<file path="src/rtl/rate_pkg.sv">
package rate_pkg;

    // Source select encoding for the configuration word
    typedef enum logic {
        SRC_DIRECT = 1'b0,
        SRC_DIV3   = 1'b1
    } rate_src_e;

    // Fixed ratio of the prescale stage on the crystal path
    localparam int PRESCALE_RATIO = 3;

endpackage

</file>
<file path="src/rtl/rate_cfg_reg.sv">
module rate_cfg_reg
    import rate_pkg::*;
#(
    parameter int DIV_W = 23
) (
    input  logic                 clk,
    input  logic                 rst_n,
    input  logic                 wr_en,
    input  logic [DIV_W+1:0]     wr_data,
    output logic [DIV_W-1:0]     div_o,
    output logic                 use_o,
    output rate_src_e            src_o
);

    localparam int USE_BIT = DIV_W;
    localparam int SRC_BIT = DIV_W + 1;

    typedef struct packed {
        logic [DIV_W-1:0] div;
        logic             use_f;
        rate_src_e        src;
    } cfg_t;

    cfg_t st_d, st_q;

    always_comb begin
        st_d = st_q;
        if (wr_en) begin
            st_d.div   = wr_data[DIV_W-1:0];
            st_d.use_f = wr_data[USE_BIT];
            st_d.src   = rate_src_e'(wr_data[SRC_BIT]);
        end
    end

    always_ff @(posedge clk or negedge rst_n) begin
        if (!rst_n) begin
            st_q <= '{div: '0, use_f: 1'b0, src: SRC_DIRECT};
        end else begin
            st_q <= st_d;
        end
    end

    assign div_o = st_q.div;
    assign use_o = st_q.use_f;
    assign src_o = st_q.src;

endmodule

</file>
<file path="src/rtl/rate_prescale.sv">
module rate_prescale
    import rate_pkg::*;
#(
    parameter int RATIO = PRESCALE_RATIO
) (
    input  logic      clk,
    input  logic      rst_n,
    input  logic      restart,
    input  logic      enable,
    input  rate_src_e src,
    input  logic      clk_en,
    output logic      strobe
);

    logic run;
    assign run = enable && clk_en && !restart;

    generate
        if (RATIO > 1) begin : g_div
            localparam int CW = $clog2(RATIO);
            localparam logic [CW-1:0] LAST = CW'(RATIO - 1);

            typedef struct packed {
                logic [CW-1:0] pcnt;
            } pre_t;

            pre_t st_d, st_q;

            always_comb begin
                st_d = st_q;
                if (restart) begin
                    st_d.pcnt = '0;
                end else if (run && (src == SRC_DIV3)) begin
                    st_d.pcnt = (st_q.pcnt == LAST) ? '0 : st_q.pcnt + 1'b1;
                end
            end

            always_ff @(posedge clk or negedge rst_n) begin
                if (!rst_n) begin
                    st_q <= '{pcnt: '0};
                end else begin
                    st_q <= st_d;
                end
            end

            assign strobe = run && ((src == SRC_DIRECT) || (st_q.pcnt == LAST));
        end else begin : g_pass
            logic unused_src;
            assign unused_src = src[0] ^ clk ^ rst_n;
            assign strobe = run;
        end
    endgenerate

endmodule

</file>
<file path="src/rtl/rate_divider.sv">
module rate_divider #(
    parameter int DIV_W = 23
) (
    input  logic             clk,
    input  logic             rst_n,
    input  logic             restart,
    input  logic [DIV_W-1:0] load_val,
    input  logic [DIV_W-1:0] div,
    input  logic             strobe,
    output logic             tick
);

    typedef struct packed {
        logic [DIV_W-1:0] cnt;
        logic             tick;
    } divc_t;

    divc_t st_d, st_q;
    logic  at_zero;

    assign at_zero = (st_q.cnt == '0);

    always_comb begin
        st_d = st_q;
        if (restart) begin
            st_d.cnt  = load_val;
            st_d.tick = 1'b0;
        end else begin
            st_d.tick = strobe && at_zero;
            if (strobe) begin
                st_d.cnt = at_zero ? div : st_q.cnt - 1'b1;
            end
        end
    end

    always_ff @(posedge clk or negedge rst_n) begin
        if (!rst_n) begin
            st_q <= '{cnt: '0, tick: 1'b0};
        end else begin
            st_q <= st_d;
        end
    end

    assign tick = st_q.tick;

endmodule

</file>
<file path="src/rtl/serial_rate_tick.sv">
module serial_rate_tick
    import rate_pkg::*;
#(
    parameter int DIV_W    = 23,
    parameter int PRESCALE = PRESCALE_RATIO
) (
    input  logic             clk,
    input  logic             rst_n,
    input  logic             clk_en,
    input  logic             cfg_we,
    input  logic [DIV_W+1:0] cfg_wdata,
    output logic             tick
);

    logic [DIV_W-1:0] cfg_div;
    logic             cfg_use;
    rate_src_e        cfg_src;
    logic             pre_strobe;

    rate_cfg_reg #(.DIV_W(DIV_W)) u_cfg (
        .clk     (clk),
        .rst_n   (rst_n),
        .wr_en   (cfg_we),
        .wr_data (cfg_wdata),
        .div_o   (cfg_div),
        .use_o   (cfg_use),
        .src_o   (cfg_src)
    );

    rate_prescale #(.RATIO(PRESCALE)) u_pre (
        .clk     (clk),
        .rst_n   (rst_n),
        .restart (cfg_we),
        .enable  (cfg_use),
        .src     (cfg_src),
        .clk_en  (clk_en),
        .strobe  (pre_strobe)
    );

    rate_divider #(.DIV_W(DIV_W)) u_div (
        .clk      (clk),
        .rst_n    (rst_n),
        .restart  (cfg_we),
        .load_val (cfg_wdata[DIV_W-1:0]),
        .div      (cfg_div),
        .strobe   (pre_strobe),
        .tick     (tick)
    );

endmodule

</file>
<file path="config.mk">
export PLATFORM = sky130hd
export DESIGN_NAME = serial_rate_tick
export DESIGN_NICKNAME = d
export VERILOG_FILES = /design/src/rtl/rate_pkg.sv /design/src/rtl/rate_cfg_reg.sv /design/src/rtl/rate_prescale.sv /design/src/rtl/rate_divider.sv /design/src/rtl/serial_rate_tick.sv
export SDC_FILE = /design/constraint.sdc
export NUM_CORES = 1
export LEC_CHECK = 0
export ABC_AREA = 1
export BUFFER_PORTS_ARGS = -buffer_cell sky130_fd_sc_hd__buf_4
export CAP_MARGIN = 20
export CORE_UTILIZATION = 30
export DETAILED_ROUTE_END_ITERATION = 10
export PLACE_DENSITY = 0.5
export SLEW_MARGIN = 40
export SYNTH_ARGS = -nofsm -noshare
export SYNTH_HDL_FRONTEND = slang
export SYNTH_SLANG_ARGS = --single-unit
</file>
<file path="constraint.sdc">
create_clock -name clk -period 1.7 [get_ports clk]
set_input_delay 0.17 -clock clk [delete_from_list [all_inputs] [get_ports clk]]
set_output_delay 0.17 -clock clk [all_outputs]
set_load 0.05 [all_outputs]
</file>
==> flow_metrics.py <==
metrics = {
    "status": {
        "outcome": "complete, no violations",
    },
    "grt": {
        "grt_pass1_wl_um": 13290,
        "overflow": 0,
        "grt_pass1_vias": 2796,
        "grtUsageTotal_pct": 14.52,
        "grt_max_degree": 87,
        "antenna_found_initial": 0,
    },
    "timing": {
        "tightest_slew_ns": 0.6910,
        "hold_viol_final": 0,
        "finalSetupViolCount": 0,
        "layout_setup_ws_ns": 0.1261,
        "maxSlewHeadroom_pct": 53.93,
        "finalCritPeriodShare_pct": 92.58,
        "finalClockSkew_ns": 0.005033,
        "rsz0062_at_grt": "false",
        "fin_crit_ns": 1.574,
        "maxSlewViolCount": 0,
        "tns_ns": 0,
        "whs_ns": 0.05496,
        "fmax_mhz": 635.4,
    },
    "min_path": {
        "holdPathStages": 3,
        "hold-path-endpoint": "u_cfg.src_o",
        "hold_path.class": "in2reg",
        "min_from": "cfg_wdata[24]",
    },
    "placement": {
        "dpl_cell_area_sq_mm": 0.003835,
        "gp_congestion": 0.8303,
        "dp_slack_ns": 0.02704,
        "placement.io_buffers": 29,
        "hpwl_um": 5500,
    },
    "cts": {
        "cts_tree": "done",
        "htreeDepth": 2,
        "cts_made_buffers": 5,
        "cts_root_buffer": "clkbuf_8",
        "clk_latency_ns": 0.31,
        "clk_pin_slew_worst_paths_ns": 0.10,
        "cts_sinks": 51,
        "clockBufferDepth": 2,
    },
    "die": {
        "rows": 37,
        "coreArea_sq_mm": 0.01051,
        "start_util_pct": 31.48,
        "die_area_sq_mm": 0.01145,
        "chipWidth_um": 107.0,
        "die_h_um": 107.0,
        "io_pins": 30,
    },
    "setup_path": {
        "cp.arrival_ns": 1.78,
        "critPathTopFamily": "simple AND/OR/NAND/NOR gates",
        "worst_setup_path_start_kind": "flip-flop",
        "path_class": "reg2reg",
        "r2r_end": "u_div.st_q[16]",
        "critPathCaptureType": "flip-flop",
        "worst_path_max_delay_cell": "dfrtp_1",
        "path_cells": "inv_1 > ha_1 > nand3_1 > nor2_2 > nand3_4 > nand2_4 > buf_12 > o21ai_0 > nand2_1 > a21oi_2",
        "cp_max_fo": 12,
        "cp.required_ns": 1.90,
        "rrSetupSlack_ns": 0.13,
        "reg2reg_from": "u_div.st_q[2]",
        "r2r_cells": 10,
        "max_stage_delay_ns": 0.39,
        "critPathBufInv": 2,
    },
    "logic_synthesis": {
        "ys_ff_latch": 51,
        "ys_warn_count": 0,
        "synth_edf_count": 0,
        "yosysSeqAreaShare_pct": 38.58,
        "ys_types": 34,
        "synth_ff_type": "dfrtp_1",
        "synth_most_common_cell": "nand2_1",
        "yosys-top-cells-count": "nand2_1, dfrtp_1, nor2_1, inv_1, a21oi_1",
        "synth_nets": 458,
        "syn_inst": 427,
        "synth_top_cell_area_share_pct": 38.58,
        "yosys-top-cells-area": "dfrtp_1, nand2_1, nor2_1",
        "async_flop_share_pct": 100.0,
        "synth_largest_area_cell": "dfrtp_1",
        "avgSynthCellArea_sq_um": 7.747,
        "syn_area_sq_mm": 0.003308,
    },
    "finish": {
        "fin_area_sq_mm": 0.003983,
        "fill_cells": 1136,
        "layout-drive-gt1-share_pct": 29.08,
        "layout.nets": 508,
        "multi_input_area_sq_mm": 0.001737,
        "diodes": 0,
        "area_growth_pct": 20.39,
        "final-seq-area_sq_mm": 0.001276,
    },
    "pwr": {
        "leakage_nw": 1.873,
        "p_comb_share_pct": 28.6,
        "pwr-share-seq_pct": 46.3,
        "power_density_mw_per_mm2": 797.3,
        "clockPowerShare_pct": 25.1,
        "p_sw_mw": 1.042,
        "vdd_drop_max_mv": 0.3333,
        "p_total_mw": 3.175,
        "intPower_mw": 2.133,
        "switching_share_pct": 32.83,
    },
    "detailed_routing": {
        "vias": 2806,
        "routed_wirelength_um": 7682,
        "routed_via_density": 4.570,
        "first_pass_iters": 4,
        "avgRoutedWirePerCell_um": 12.51,
        "drc": 0,
        "antenna_left": 0,
        "drt-initial-drc-count": 76,
    },
    "job": {
        "drv_cap": 0,
    },
}
kinds of logic after synthesis:
family	share of synthesized area, %
adders and majority gates	0.7563
DFF	38.58
buffers and inverters	9.606
AOI/OAI and AO/OA	17.70
xor gates and xnor gates	1.588
and+or+nand+nor	31.77
stage by stage:
step	util (%)	std cells
global route	37.90	614
finish	37.90	614
CTS	37.54	612
global placement	36.49	603
floorplan	-	427
detailed placement	36.49	603
metal layers:
metal	GRT usage [%]	wire (um)	part of all wire, %
met1	19.17	3832	50
met2	24.70	3610	47
met3	2.675	191	2.5
met4	2.935	47	0.61
met5	0	0	0
layout make-up:
class	instances	share of cell area, %
Multi-Input combinational cell	312	43.61
Sequential cell	51	32.05
Timing Repair Buffer	62	13.32
Tap cell	136	4.273
Inverter	45	4.241
Clock buffer	8	2.513
worst register-to-register path, cell delays in order, from the launching register on:
cell     delay [ns]
dfrtp_1        0.39
inv_1          0.12
ha_1           0.18
nand3_1        0.09
nor2_2         0.13
nand3_4        0.10
nand2_4        0.10
buf_12         0.14
o21ai_0        0.09
nand2_1        0.09
a21oi_2        0.05
layout by cell type (no fill, tap or decap), types with 4 or more instances in the layout:
cell        n
a21oi_1    29
a21oi_2    17
buf_12      5
buf_4      56
clkbuf_8    7
dfrtp_1    51
inv_1      42
nand2_1   105
nand3_1    14
nand3_2    12
nand3b_1    4
nand4_1     7
nor2_1     43
nor2_2      9
nor2_4      6
o21ai_0    25
o21ai_1     6
o21ai_2    12
xnor2_1     5
worst max-delay path by stage:
stage / startpoint / end / cells past startpoint / slack, ns
2_1_floorplan: u_div.st_q[1] / u_div.st_q[9] / 9 / 0.22
5_1_grt: u_div.st_q[22] / u_div.st_q[17] / 8 / 0.01
3_5_place_dp: u_div.st_q[8] / u_div.st_q[16] / 8 / 0.03
3_3_place_gp: u_div.st_q[8] / u_div.st_q[16] / 8 / 0.05
4_1_cts: u_div.st_q[8] / u_div.st_q[16] / 8 / 0.01
6_report: u_div.st_q[2] / u_div.st_q[16] / 10 / 0.13
power by group through the flow:
stage                     clock network (mW)  logic (mW)  registers, mW
after CTS                              0.831       0.917           1.47
after detailed placement                   0       0.911           1.49
final                                  0.797       0.908           1.47
after floorplan                            0       0.571           1.50
after global placement                     0       0.898           1.49
after global routing                   0.872        1.04           1.49
what timing repair did:
| action | 4_1_cts | 5_1_grt |
|---|---|---|
| hold buffers | 1 | 0 |
| resized for setup | 0 | 7 |
| setup endpoints to repair | 0 | 22 |
| hold endpoints to repair | 51 | 0 |
| setup buffers | 0 | 2 |
state kept, by name (all words and copies together) (netlist names):
| register | count |
|---|---|
| u_cfg.div_o | 23 |
| u_cfg.src_o | 1 |
| u_cfg.use_o | 1 |
| u_div.st_q | 23 |
| u_div.tick | 1 |
| u_pre.g_div.st_q | 2 |
No activity file was read; power rests on OpenSTA's default activity.
